`src/rtl/rdma_pkg.sv`:
```
package rdma_pkg;
    typedef enum logic {
        ST_EMPTY = 1'b0,
        ST_RUN   = 1'b1
    } rdma_state_e;

    typedef enum logic [1:0] {
        SEL_PTR_LO = 2'd0,
        SEL_PTR_HI = 2'd1,
        SEL_CNT_LO = 2'd2,
        SEL_CNT_HI = 2'd3
    } rdma_sel_e;

    function automatic logic [2:0] step_of(input logic wide, input logic lng);
        if (lng)       return 3'd4;
        else if (wide) return 3'd2;
        else           return 3'd1;
    endfunction
endpackage

```
`src/rtl/rdma_ptr.sv`:
```
module rdma_ptr #(
    parameter int AW = 16
) (
    input  logic          clk,
    input  logic          rst_n,
    input  logic          ld_lo,
    input  logic          ld_hi,
    input  logic [7:0]    ld_byte,
    input  logic          adv_en,
    input  logic [2:0]    step,
    input  logic [AW-1:0] ring_start,
    input  logic [AW-1:0] ring_stop,
    output logic [AW-1:0] ptr
);
    localparam int HIW = AW - 8;

    logic [AW-1:0] ptr_q;
    logic [AW-1:0] sum;
    logic [AW-1:0] ptr_d;

    always_comb begin
        sum   = ptr_q + AW'(step);
        ptr_d = ptr_q;
        if (adv_en) begin
            ptr_d = (sum == ring_stop) ? ring_start : sum;
        end else if (ld_lo) begin
            ptr_d[7:0] = ld_byte;
        end else if (ld_hi) begin
            ptr_d[AW-1:8] = ld_byte[HIW-1:0];
        end
    end

    always_ff @(posedge clk or negedge rst_n) begin
        if (!rst_n) ptr_q <= '0;
        else        ptr_q <= ptr_d;
    end

    assign ptr = ptr_q;
endmodule

```
`src/rtl/rdma_cnt.sv`:
```
module rdma_cnt
    import rdma_pkg::*;
#(
    parameter int CW = 16
) (
    input  logic          clk,
    input  logic          rst_n,
    input  logic          ld_lo,
    input  logic          ld_hi,
    input  logic [7:0]    ld_byte,
    input  logic          dec_en,
    input  logic [2:0]    step,
    input  logic          zero_cmd,
    input  logic          done_clr,
    output logic [CW-1:0] count,
    output rdma_state_e   state,
    output logic          done
);
    localparam int HIW = CW - 8;

    rdma_state_e   st_q, st_d;
    logic [CW-1:0] cnt_q, cnt_d, cnt_ld;
    logic          done_q, done_d;
    logic          last_acc;

    always_comb begin
        cnt_ld = cnt_q;
        if (ld_lo)      cnt_ld[7:0]    = ld_byte;
        else if (ld_hi) cnt_ld[CW-1:8] = ld_byte[HIW-1:0];
        last_acc = dec_en && (cnt_q <= CW'(step));
    end

    // next-state process
    always_comb begin
        st_d = st_q;
        unique case (st_q)
            ST_EMPTY: begin
                if (!dec_en && (ld_lo || ld_hi) && (cnt_ld != '0)) st_d = ST_RUN;
            end
            ST_RUN: begin
                if (last_acc) st_d = ST_EMPTY;
                else if (!dec_en && (ld_lo || ld_hi) && (cnt_ld == '0)) st_d = ST_EMPTY;
            end
            default: st_d = ST_EMPTY;
        endcase
    end

    always_ff @(posedge clk or negedge rst_n) begin
        if (!rst_n) st_q <= ST_EMPTY;
        else        st_q <= st_d;
    end

    // output process: count and completion flag
    always_comb begin
        cnt_d  = cnt_q;
        done_d = done_q && !done_clr;
        unique case (st_q)
            ST_EMPTY: begin
                if (dec_en) begin
                    cnt_d  = '0;
                    done_d = 1'b1;
                end else if (ld_lo || ld_hi) begin
                    cnt_d = cnt_ld;
                end
                if (zero_cmd) done_d = 1'b1;
            end
            ST_RUN: begin
                if (last_acc) begin
                    cnt_d  = '0;
                    done_d = 1'b1;
                end else if (dec_en) begin
                    cnt_d = cnt_q - CW'(step);
                end else if (ld_lo || ld_hi) begin
                    cnt_d = cnt_ld;
                end
            end
            default: cnt_d = '0;
        endcase
    end

    always_ff @(posedge clk or negedge rst_n) begin
        if (!rst_n) begin
            cnt_q  <= '0;
            done_q <= 1'b0;
        end else begin
            cnt_q  <= cnt_d;
            done_q <= done_d;
        end
    end

    assign count = cnt_q;
    assign state = st_q;
    assign done  = done_q;
endmodule

```
`src/rtl/rdma_port.sv`:
```
module rdma_port #(
    parameter int AW            = 16,
    parameter int DW            = 32,
    parameter int LOW_WIN_END   = 32,
    parameter int HIGH_WIN_BASE = 16384,
    parameter int HIGH_WIN_END  = 49152
) (
    input  logic [AW-1:0] ptr,
    input  logic [2:0]    step,
    input  logic          rd_go,
    input  logic          wr_go,
    input  logic [DW-1:0] host_wdata,
    input  logic [DW-1:0] mem_rdata,
    output logic [DW-1:0] host_rdata,
    output logic          mem_rd_en,
    output logic          mem_wr_en,
    output logic [AW-1:0] mem_addr,
    output logic [2:0]    mem_nbytes,
    output logic [DW-1:0] mem_wdata
);
    localparam int NLANE = DW / 8;

    logic [AW-1:0] eff;
    logic [31:0]   eff32;
    logic          in_win;
    logic [DW-1:0] raw;

    always_comb begin
        eff      = ptr;
        if (step != 3'd1) eff[0] = 1'b0;
        eff32    = 32'(eff);
        in_win   = (eff32 < 32'(LOW_WIN_END)) ||
                   ((eff32 >= 32'(HIGH_WIN_BASE)) && (eff32 < 32'(HIGH_WIN_END)));
        raw      = in_win ? mem_rdata : '1;
    end

    genvar g;
    generate
        for (g = 0; g < NLANE; g++) begin : g_lane
            assign host_rdata[g*8 +: 8] = (g < int'(step)) ? raw[g*8 +: 8] : 8'h00;
            assign mem_wdata[g*8 +: 8]  = (g < int'(step)) ? host_wdata[g*8 +: 8] : 8'h00;
        end
    endgenerate

    assign mem_rd_en  = rd_go && in_win;
    assign mem_wr_en  = wr_go && in_win;
    assign mem_addr   = eff;
    assign mem_nbytes = step;
endmodule

```
`src/rtl/rdma_host_engine.sv`:
```
module rdma_host_engine
    import rdma_pkg::*;
#(
    parameter int AW            = 16,
    parameter int DW            = 32,
    parameter int LOW_WIN_END   = 32,
    parameter int HIGH_WIN_BASE = 16384,
    parameter int HIGH_WIN_END  = 49152
) (
    input  logic          clk,
    input  logic          rst_n,
    input  logic          cfg_wr_en,
    input  logic [1:0]    cfg_wr_sel,
    input  logic [7:0]    cfg_wr_data,
    input  logic [AW-1:0] ring_start_addr,
    input  logic [AW-1:0] ring_stop_addr,
    input  logic          word_mode,
    input  logic          cmd_go,
    input  logic          cmd_remote,
    input  logic          done_clr,
    input  logic          host_rd,
    input  logic          host_wr,
    input  logic          host_long,
    input  logic [DW-1:0] host_wdata,
    output logic [DW-1:0] host_rdata,
    output logic          mem_rd_en,
    output logic          mem_wr_en,
    output logic [AW-1:0] mem_addr,
    output logic [2:0]    mem_nbytes,
    output logic [DW-1:0] mem_wdata,
    input  logic [DW-1:0] mem_rdata,
    output logic [AW-1:0] cur_addr,
    output logic [AW-1:0] cur_count,
    output logic          dma_done
);
    logic [2:0]  step;
    logic        cnt_zero;
    logic        wr_go;
    logic        acc_go;
    rdma_state_e run_st;

    assign step     = step_of(word_mode, host_long);
    assign cnt_zero = (run_st == ST_EMPTY);
    assign wr_go    = host_wr && !cnt_zero;
    assign acc_go   = host_rd || wr_go;

    rdma_ptr #(.AW(AW)) u_ptr (
        .clk        (clk),
        .rst_n      (rst_n),
        .ld_lo      (cfg_wr_en && cfg_wr_sel == SEL_PTR_LO),
        .ld_hi      (cfg_wr_en && cfg_wr_sel == SEL_PTR_HI),
        .ld_byte    (cfg_wr_data),
        .adv_en     (acc_go),
        .step       (step),
        .ring_start (ring_start_addr),
        .ring_stop  (ring_stop_addr),
        .ptr        (cur_addr)
    );

    rdma_cnt #(.CW(AW)) u_cnt (
        .clk      (clk),
        .rst_n    (rst_n),
        .ld_lo    (cfg_wr_en && cfg_wr_sel == SEL_CNT_LO),
        .ld_hi    (cfg_wr_en && cfg_wr_sel == SEL_CNT_HI),
        .ld_byte  (cfg_wr_data),
        .dec_en   (acc_go),
        .step     (step),
        .zero_cmd (cmd_go && cmd_remote && cnt_zero),
        .done_clr (done_clr),
        .count    (cur_count),
        .state    (run_st),
        .done     (dma_done)
    );

    rdma_port #(
        .AW            (AW),
        .DW            (DW),
        .LOW_WIN_END   (LOW_WIN_END),
        .HIGH_WIN_BASE (HIGH_WIN_BASE),
        .HIGH_WIN_END  (HIGH_WIN_END)
    ) u_port (
        .ptr        (cur_addr),
        .step       (step),
        .rd_go      (host_rd),
        .wr_go      (wr_go),
        .host_wdata (host_wdata),
        .mem_rdata  (mem_rdata),
        .host_rdata (host_rdata),
        .mem_rd_en  (mem_rd_en),
        .mem_wr_en  (mem_wr_en),
        .mem_addr   (mem_addr),
        .mem_nbytes (mem_nbytes),
        .mem_wdata  (mem_wdata)
    );
endmodule

```
`config.mk`:
```
export PLATFORM = sky130hd
export DESIGN_NAME = rdma_host_engine
export DESIGN_NICKNAME = d
export VERILOG_FILES = /design/src/rtl/rdma_pkg.sv /design/src/rtl/rdma_ptr.sv /design/src/rtl/rdma_cnt.sv /design/src/rtl/rdma_port.sv /design/src/rtl/rdma_host_engine.sv
export SDC_FILE = /design/constraint.sdc
export NUM_CORES = 1
export LEC_CHECK = 0
export ABC_CLOCK_PERIOD_IN_PS = 3500
export BUFFER_PORTS_ARGS = -buffer_cell sky130_fd_sc_hd__buf_2
export CORE_MARGIN = 10
export CORE_UTILIZATION = 39
export CTS_CLUSTER_SIZE = 16
export DETAILED_ROUTE_END_ITERATION = 6
export PLACE_DENSITY = 0.68
export REMOVE_ABC_BUFFERS = 1
export SLEW_MARGIN = 5
export SYNTH_ARGS = -nofsm -noshare
export SYNTH_HDL_FRONTEND = slang
export SYNTH_HIERARCHICAL = 1
export SYNTH_SLANG_ARGS = --single-unit
```
`constraint.sdc`:
```
create_clock -name clk -period 3.5 [get_ports clk]
set_input_delay 0.175 -clock clk [delete_from_list [all_inputs] [get_ports clk]]
set_output_delay 0.175 -clock clk [all_outputs]
set_load 0.005 [all_outputs]
```
==> results.yml, run 1 <==
run_status:
  status: "complete, but fails checks"
  failed_checks: "negative hold slack"
synthesis:
  synthCells: 565
  yosysSeqAreaShare_pct: 18.6
  synthesis.area_mm2: 0.00458
  synth_top_area_cell: "dfrtp_1"
  synth.distinct_cells: 88
  ys_warn_count: 6
  syn_avg_cell_area_um2: 8.11
  synth_edf_count: 0
  synthArstFlopShare_pct: 100
  yosys-top-cells-area: "dfrtp_1 19%, nor2b_1 5.5%, a21oi_1 4.0%, xnor2_1 3.8%, buf_4 3.6%"
  yosysTopAreaCellShare_pct: 18.6
  ys_seq_elements: 34
  synth_flop_cell: "dfrtp_1"
timing:
  drv_slew: 0
  setup_violations: 0
  hold_ws_ns: -0.0118
  final.setup_skew_ns: 0.00447
  setup_tns_ns: 0
  tightest_slew_ns: 1.07
  relSlewSlack_pct: 28.4
  rsz0062_at_grt: "false"
  final.min_clock_period_ns: 3.21
  timing_hold_violations_final: 17
  fmax_mhz: 311
  timing.final.crit_share_pct: 91.8
clock_network:
  cts_max_level: 2
  cts_tree: "done"
  postCtsSetupBuffers: 0
  clk_pin_slew_ns: 0.06
  cts_inserted_buffers: 5
  clock_latency_ns: 0.28
  cts_resized: 0
  cts.sinks: 34
  clock_path_buffers: 2
  hold_buffers: 0
  cts-root-buf: "clkbuf_16"
cells_and_area:
  final_area_mm2: 0.00586
  fin_cells: 909
  area_growth_pct: 28.0
  nets: 888
  final_cell_mix: "233 x buf_2, 41 x nor2_1, 40 x nor2b_1, 40 x inv_1, 37 x a21oi_1"
  drive_above_1_share_pct: 40.9
  final_common_cell: "buf_2"
  fillers: 1148
pwr:
  power_uw: 4220
  p_leak_uw: 0.00280
  peakVddDrop_uv: 386
  powerDensity_mw_per_mm2: 720
grt:
  grt_use_total_pct: 22.6
  grt_max_degree: 35
  grt.overflow.total: 0
  antenna_found_initial: 0
  grt_pass1_wl_mm: 30.4
  grt_pass1_vias: 5238
place:
  port_buffers: 233
  post-dp-hpwl_mm: 15.9
  dpl_cell_area_mm2: 0.00570
  dpl.cell_count: 900
  place_congestion: 1.03
floorplanning:
  ios: 234
  die_x_um: 128
  start_util_pct: 39.9
  die_h_um: 128
  dieArea_mm2: 0.0165
  rows: 39
  coreArea_mm2: 0.0115
route:
  first_pass_iters: 5
  drtIter0Drc: 485
  routedWlPerCell_um: 21.8
  ant_nets: 0
  vias_per_cell: 5.80
  routed_wl_mm: 19.8
  num_vias: 5275
  remaining_drc_errors: 0
worst_setup_path:
  endpoint: "u_ptr/ptr[6]"
  r2r-end: "u_ptr/ptr[6]"
  crit_path_start: "u_ptr/ptr[0]"
  reg2reg_depth: 10
  r2r_start: "u_ptr/ptr[0]"
  crit_type: "reg2reg"
  end_kind: "register"
  worst-path-max-fanout: 6
  cp.arrival_ns: 3.37
  critPathLaunchType: "register"
  critPathSlowestCell: "fa_1"
  r2r_slack_ns: 0.29
  crit_path_max_incr_delay_ns: 0.45
  worstPathRequired_ns: 3.66
  crit_chain: "ha_1, inv_1, fa_1, nand2b_1, a2111oi_4, xnor2_1, nand4b_4, nor4_4, nor4b_1, nor3_1"
flow_run:
  maxCapViolCount: 0
hold_path:
  hold_path_class: "in2async"
-- cell type report --
cell class / count / area [µm²] / share of cell area (%)
clock buffer: 7 / 143 / 2.43
sequential: 34 / 851 / 14.5
timing repair buffer: 247 / 1270 / 21.7
tap: 143 / 179 / 3.05
multi-input combinational: 435 / 3260 / 55.6
inverter: 41 / 154 / 2.62
clock inverter: 1 / 5.00 / 0.0854
antenna: 1 / 2.50 / 0.0427
-- power breakdown --
| part | switching (µW) | internal [µW] |
|---|---|---|
| Combinational | 1540 | 1240 |
| Sequential | 422 | 559 |
| Clock | 175 | 282 |
| Total | 2140 | 2080 |
-- worst max-delay path, delay by kind of cell (launching register included) --
family / cells / cell delay [ns]
DFF: 1 / 0.36
buffers and inverters: 1 / 0.07
AOI/OAI and AO/OA: 1 / 0.45
and+or+nand+nor: 5 / 1.34
adders and majority gates: 2 / 0.69
xor gates and xnor gates: 1 / 0.16
-- logic make-up (layout without fill, tap and decap cells) --
kind of cell             Yosys count  in the layout  synth area share (%)
adder cells (fa/ha/maj)            8              8                  2.51
AND/OR/NAND/NOR                  223            223                  30.5
multiplexers                      23             23                  5.22
AO/OA/AOI/OAI                    146            146                  24.6
other                              0              1                     0
XOR/XNOR                          35             35                  8.06
buffers and inverters             96            296                  10.6
flip-flops                        34             34                  18.6
-- per-stage QoR --
stage / util (%) / setup WS [ns] / hold slack [ns]
finish: 51.1 / 0.287 / -0.0118
global route: 51.1 / 0.00614 / 0.0572
CTS: 51.0 / 0.142 / 0.0268
detailed placement: 49.7 / 0.0486 / 0.326
global placement: 49.7 / 0.148 / 0.316
floorplan: - / 0.303 / -0.121
-- registers in the layout, indices dropped and copies added, names as in the netlist --
register     flops
u_cnt/count     16
u_cnt/done       1
u_ptr/ptr       16
u_cnt/state      1
-- cells in the mapped netlist, types with 3 or more instances --
cell type / count
clkbuf_1: 19
o22ai_1: 5
ha_1: 6
mux2_2: 7
nor4_1: 9
o211ai_1: 8
xnor3_1: 4
and4_1: 4
nor2b_1: 40
buf_4: 22
buf_2: 8
nand3_1: 10
nor2_1: 41
o31ai_2: 8
and3_1: 4
dfrtp_1: 34
and3b_1: 3
nand4_1: 9
inv_1: 40
o21ai_0: 10
a21oi_1: 37
mux2i_1: 16
xnor2_1: 20
nor4b_1: 7
a31oi_1: 18
nand2_1: 28
or2_2: 3
and2_1: 15
o211a_1: 5
nand2b_1: 3
or3_1: 3
buf_6: 4
nor3_1: 12
o2111ai_1: 5
a211oi_1: 9
o21a_1: 10
nor4_2: 9
or4_4: 3
xor2_1: 10
-- how the worst min path moves through the flow --
stage,start,endpoint,cells past startpoint,slack (ns)
after floorplan,rst_n,u_cnt/count[0],0,-0.12
after global placement,rst_n,u_cnt/count[8],1,0.32
after detailed placement,rst_n,u_cnt/count[9],1,0.33
after CTS,rst_n,u_ptr/ptr[14],1,0.03
after global routing,rst_n,u_cnt/count[9],1,0.06
final,rst_n,u_cnt/count[9],1,-0.01
-- layer usage --
| layer | track usage, % | vias to the layer above | wire, µm |
|---|---|---|---|
| met5 | 0 | - | 0 |
| met2 | 38.7 | 271 | 9780 |
| met1 | 28.0 | 2537 | 7860 |
| li1 | - | 2439 | - |
| met3 | 4.56 | 28 | 1780 |
| met4 | 6.42 | 0 | 414 |
No activity file was read; power rests on OpenSTA's default activity.
==> inputs of run 2 (changes only) <==
PLACE_DENSITY = 0.71   (was 0.68)
SETUP_SLACK_MARGIN = 0.4   (was default)
SYNTH_HIERARCHICAL = default   (was 1)
==> results.yml, run 2 <==
synthesis:
  synth_top_area_cell: "dfrtp_1"
  synth_top_family_by_area: "simple AND/OR/NAND/NOR gates"
  syn_avg_cell_area_um2: 7.22
  ys_top_cells_by_count: "93 x nor2_1, 50 x nand2_1, 40 x clkbuf_1"
  ys_seq_elements: 34
  synth_flop_cell: "dfrtp_1"
  synthesis.area_mm2: 0.00389
  yosysTopAreaCellShare_pct: 21.9
  synth-xor-area-share_pct: 9.71
  yosys-top-cells-area: "dfrtp_1 22%, nor2_1 9.0%, xnor2_1 5.6%, nand2_1 4.8%, clkbuf_1 3.9%"
  yosysSeqAreaShare_pct: 21.9
  synth_edf_count: 0
  synth_compound_area_share_pct: 17.7
  synth.distinct_cells: 57
  yosys.area_share.simple_pct: 34.7
  yosysMostFrequentCell: "nor2_1"
  synthAdderAreaFrac_pct: 3.60
  synthCells: 539
  synthArstFlopShare_pct: 100
  ys_warn_count: 0
  synthMuxAreaShare_pct: 3.09
cells_and_area:
  nets: 871
  fin_util_pct: 57.5
  final_common_cell: "buf_2"
  antenna_cells: 0
  final_cell_mix: "217 x buf_2, 93 x nor2_1, 50 x nand2_1, 34 x buf_4, 33 x dfrtp_1"
  area_growth_pct: 43.6
  fillers: 925
  drive_above_1_share_pct: 42.8
route:
  ant_nets: 0
  routed_wl_mm: 17.7
  remaining_drc_errors: 0
  vias_per_cell: 5.71
  routedWlPerCell_um: 20.2
  first_pass_iters: 5
  num_vias: 5020
  drtIter0Drc: 535
clock_network:
  cts_tree: "done"
  clock_latency_ns: 0.29
  cts_max_level: 2
  clk_pin_slew_ns: 0.08
  cts-root-buf: "clkbuf_8"
  hold_buffers: 0
  clock_path_buffers: 2
  cts.sinks: 34
  cts_inserted_buffers: 5
worst_setup_path:
  r2r_slack_ns: 0.31
  r2r-end: "u_ptr.ptr[11]"
  worst-path-max-fanout: 9
  cp.arrival_ns: 3.42
  worstPathRequired_ns: 3.73
  crit_type: "reg2reg"
  reg2reg_depth: 7
  end_kind: "register"
  r2r_start: "u_ptr.ptr[5]"
  critPathLaunchType: "register"
pwr:
  power.switching_uw: 1850
  p_clk_share_pct: 8.0
  p_seq_share_pct: 22.2
  powerDensity_mw_per_mm2: 667
  p_int_uw: 1880
  peakVddDrop_uv: 350
  swShare_pct: 49.7
  combPwrFrac_pct: 69.8
  power_uw: 3730
  p_leak_uw: 0.00273
timing:
  fin_ws_ns: 0.312
  setup_violations: 0
  fmax_mhz: 314
  tightest_slew_ns: 0.900
  final.setup_skew_ns: 0.00966
  timing.final.crit_share_pct: 91.1
  timing_hold_violations_final: 0
  rsz0062_at_grt: "true"
  final.min_clock_period_ns: 3.19
  setup_tns_ns: 0
  drv_slew: 0
  relSlewSlack_pct: 40.0
floorplanning:
  dieArea_mm2: 0.0144
  start_util_pct: 40.0
  die_h_um: 120
  coreArea_mm2: 0.00973
  die_x_um: 120
  rows: 36
  ios: 234
hold_path:
  hold_path_class: "in2async"
grt:
  grt_use_total_pct: 22.4
  grt_use_met3_pct: 5.30
  grt_pass1_vias: 4829
  antenna_found_initial: 0
  grt_max_degree: 35
  grt.overflow.total: 0
  grt_busiest_layer: "met2"
  grt_pass1_wl_mm: 26.7
  use_met2_pct: 39.3
  met1_usage_pct: 27.1
flow_run:
  maxCapViolCount: 0
run_status:
  status: "complete, no violations"
place:
  post-dp-hpwl_mm: 13.7
  place_congestion: 0.943
  dp_worst_setup_slack_ns: 0.0323
  port_buffers: 217
[run 2: repair_timing]
action / CTS / global route
setup buffers: 10 / 6
pin swaps: 24 / 15
setup endpoints to repair: 15 / 16
resized for setup: 30 / 31
gates cloned: 1 / 0
[run 2: cell type report]
cell class / instances / area [µm²] / share of cell area [%]
inverter: 14 / 52.6 / 0.940
timing repair buffer: 262 / 1470 / 26.2
multi-input combinational: 428 / 2970 / 53.1
tap: 133 / 166 / 2.98
clock buffer: 6 / 72.6 / 1.30
sequential: 34 / 852 / 15.2
clock inverter: 2 / 13.8 / 0.246
[run 2: worst max-delay path, stage by stage, from the launching register on]
cell,delay [ns]
dfrtp_1,0.42
and3_1,0.52
and4_2,0.42
and4_1,0.27
xnor3_1,0.27
or4_4,0.59
or4_1,0.54
nand3_1,0.08
[run 2: worst max path at each step]
stage | from | cells after the start | end | slack (ns)
after detailed placement | host_long | 13 | u_ptr.ptr[1] | 0.03
after global placement | word_mode | 13 | u_ptr.ptr[0] | 0.08
final | u_ptr.ptr[5] | 7 | u_ptr.ptr[11] | 0.31
after CTS | u_ptr.ptr[0] | 17 | u_ptr.ptr[2] | 0.32
after global routing | u_ptr.ptr[0] | 12 | u_ptr.ptr[3] | 0.17
after floorplan | word_mode | 11 | u_ptr.ptr[7] | -0.68
[run 2: layer usage]
metal  vias to the layer above  share of wire, %
met4                         0               2.1
met5                         -                 0
li1                       2288                 -
met2                       323                50
met1                      2369                39
met3                        40               9.4
[run 2: kinds of logic after synthesis]
logic type	Yosys count
AND/OR/NAND/NOR	270
AO/OA/AOI/OAI	96
buffers and inverters	77
XOR/XNOR	40
flip-flops	34
multiplexers	12
adder cells (fa/ha/maj)	10
[run 2: power by group through the flow]
stage                     logic [µW]  clock network [µW]  registers (µW)
after floorplan                 1270                   0             832
after global placement          2280                   0             820
after detailed placement        2310                   0             824
after CTS                       2430                 303             814
after global routing            2830                 317             856
final                           2600                 299             828
[run 2: metrics by stage]
stage	instances	instance area, µm²	hold slack (ns)
after global routing	879	5590	0.0387
after floorplan	476	3580	-0.121
after detailed placement	854	5050	0.338
final	879	5590	0.00232
after CTS	873	5340	0.0219
after global placement	854	5050	0.320
==> inputs of run 3 (changes only) <==
ABC_AREA = 1   (was default)
CAP_MARGIN = 20   (was default)
==> results.yml, run 3 <==
worst_setup_path:
  end_kind: "register"
  crit_type: "reg2reg"
  critPathSlowestCell: "fa_1"
  r2r_slack_ns: 0.61
  cp.arrival_ns: 3.10
  worst-path-max-fanout: 8
  worstPathRequired_ns: 3.72
  cpMostUsedCell: "nand3_1"
  crit_path_max_incr_delay_ns: 0.60
  crit_chain: "ha_2, inv_1, fa_1, xor2_1, nand3_1, nor2_1, nand3_1, nor2_1, nand2_2, nor2_8, nand3_2, nand2_1, nand3_1, a21oi_1"
  critPathLaunchType: "register"
grt:
  grt_busiest_layer: "met2"
  use_met2_pct: 34.0
  grt_pass1_wl_mm: 25.3
  grt_use_met3_pct: 9.48
  grt.overflow.total: 0
  met1_usage_pct: 25.7
  grt_max_degree: 35
  antenna_found_initial: 1
  grt_use_total_pct: 21.1
  grt_pass1_vias: 4851
synthesis:
  synthMuxAreaShare_pct: 0
  synthCells: 702
  yosysTopAreaCellShare_pct: 21.1
  synthArstFlopShare_pct: 100
  ys_warn_count: 0
  ys_seq_elements: 34
  ys_top_cells_by_count: "154 x nand2_1, 132 x nor2_1, 115 x inv_1"
  synth_flop_cell: "dfrtp_1"
  synthesis.area_mm2: 0.00404
  synth-xor-area-share_pct: 1.52
  yosys-top-cells-area: "dfrtp_1 21%, nand2_1 14%, nor2_1 12%, inv_1 11%, nand3_1 6.4%"
  syn_avg_cell_area_um2: 5.75
  yosysSeqAreaShare_pct: 21.1
  yosys.area_share.simple_pct: 47.3
  synth_compound_area_share_pct: 9.79
  yosysMostFrequentCell: "nand2_1"
  synth.distinct_cells: 40
  synth_top_area_cell: "dfrtp_1"
  synthAdderAreaFrac_pct: 3.47
  synth_top_family_by_area: "simple AND/OR/NAND/NOR gates"
  synth_edf_count: 0
clock_network:
  cts-root-buf: "clkbuf_8"
  hold_buffers: 0
  clk_pin_slew_ns: 0.07
  cts_inserted_buffers: 5
  clock_path_buffers: 2
  cts_max_level: 2
  clock_latency_ns: 0.29
  cts.sinks: 34
  cts_tree: "done"
cells_and_area:
  final_common_cell: "buf_2"
  drive_above_1_share_pct: 30.7
  final_cell_mix: "217 x buf_2, 154 x nand2_1, 132 x nor2_1, 115 x inv_1, 52 x nand3_1"
  nets: 1022
  area_growth_pct: 30.2
  fin_cells: 1034
timing:
  relSlewSlack_pct: 38.0
  drv_slew: 0
  final.min_clock_period_ns: 2.89
  setup_tns_ns: 0
  final.setup_skew_ns: 0.00416
  hold_ws_ns: -0.0272
  rsz0062_at_grt: "false"
  fmax_mhz: 346
  setup_violations: 0
  timing_hold_violations_final: 34
  timing.final.crit_share_pct: 82.5
  tightest_slew_ns: 0.929
route:
  remaining_drc_errors: 0
  num_vias: 5013
  drtIter0Drc: 328
  ant_nets: 0
  routed_wl_mm: 16.5
  first_pass_iters: 5
  routedWlPerCell_um: 15.9
  vias_per_cell: 4.85
floorplanning:
  coreArea_mm2: 0.0102
  rows: 37
  die_x_um: 122
  dieArea_mm2: 0.0148
  ios: 234
  die_h_um: 122
  start_util_pct: 39.7
pwr:
  powerDensity_mw_per_mm2: 461
  p_seq_share_pct: 28.7
  p_clk_share_pct: 12.7
  peakVddDrop_uv: 291
  combPwrFrac_pct: 58.6
  swShare_pct: 48.7
  power.switching_uw: 1180
  p_int_uw: 1240
  p_leak_uw: 0.00314
run_status:
  failed_checks: "negative hold slack"
  status: "complete, but fails checks"
hold_path:
  hold_path_class: "in2async"
place:
  place_congestion: 0.931
  port_buffers: 217
  dpl.cell_count: 1018
  post-dp-hpwl_mm: 13.7
flow_run:
  maxCapViolCount: 0
## run 3: worst max-delay path, delay by kind of cell, from the launching register on
kind | cells | cell delay (ns)
AO/OA/AOI/OAI | 1 | 0.16
XOR/XNOR | 1 | 0.15
adder cells (fa/ha/maj) | 2 | 0.84
buffers and inverters | 1 | 0.07
flip-flops | 1 | 0.39
AND/OR/NAND/NOR | 9 | 1.20
## run 3: stage by stage
| stage | setup WS (ns) | power [µW] | instance area [µm²] | util (%) | hold slack, ns |
|---|---|---|---|---|---|
| 2_1_floorplan | 0.256 | 1510 | 3800 | - | -0.121 |
| 3_3_place_gp | 0.508 | 2080 | 5110 | 50.1 | 0.302 |
| 3_5_place_dp | 0.414 | 2100 | 5110 | 50.1 | 0.315 |
| 4_1_cts | 0.499 | 2420 | 5200 | 51.0 | 0.00292 |
| 5_1_grt | 0.426 | 2670 | 5260 | 51.6 | 0.0231 |
| 6_report | 0.612 | 2430 | 5260 | 51.6 | -0.0272 |
## run 3: final timing paths
check                                 endpoint  depth (start not counted)          from
worst min register to register      u_cnt.done                          2    u_cnt.done
max in group asynchronous       u_cnt.count[2]                          1         rst_n
worst max-delay path             u_ptr.ptr[10]                         14  u_ptr.ptr[0]
min in group clk                    u_cnt.done                          2      done_clr
worst min-delay path               u_cnt.state                          1         rst_n
worst max register to register   u_ptr.ptr[10]                         14  u_ptr.ptr[0]
## run 3: cells by family (layout without fill, tap and decap cells)
group                      Yosys count  after routing
adders and majority gates           10             10
xor gates and xnor gates             7              7
buffers and inverters              161            355
and+or+nand+nor                    416            417
DFF                                 34             34
AOI/OAI and AO/OA                   74             74
other                                0              1
## run 3: repair_timing
action                     4_1_cts  5_1_grt
setup endpoints to repair        0       16
gates resized for setup          0        1
setup buffers                    0        6
## run 3: layout make-up
class / count / area (µm²)
Fill cell: 1118 / 4930
Tap cell: 136 / 170
Antenna cell: 1 / 2.50
Clock buffer: 7 / 86.3
Sequential cell: 34 / 851
Clock inverter: 1 / 5.00
Timing Repair Buffer: 230 / 1180
Multi-Input combinational cell: 508 / 2520
Inverter: 117 / 439
## run 3: power by group through the flow
stage | Sequential [µW] | Clock, µW | Combinational (µW)
detailed placement | 700 | 0 | 1400
CTS | 693 | 318 | 1410
global route | 719 | 338 | 1620
floorplan | 668 | 0 | 843
finish | 696 | 308 | 1420
global placement | 694 | 0 | 1390
## run 3: routing by layer
metal  up-vias  part of all wire, %
met5         -                    0
met1      2229                   41
met2       189                   46
met3        13                   12
met4         0                 0.93
li1       2582                    -
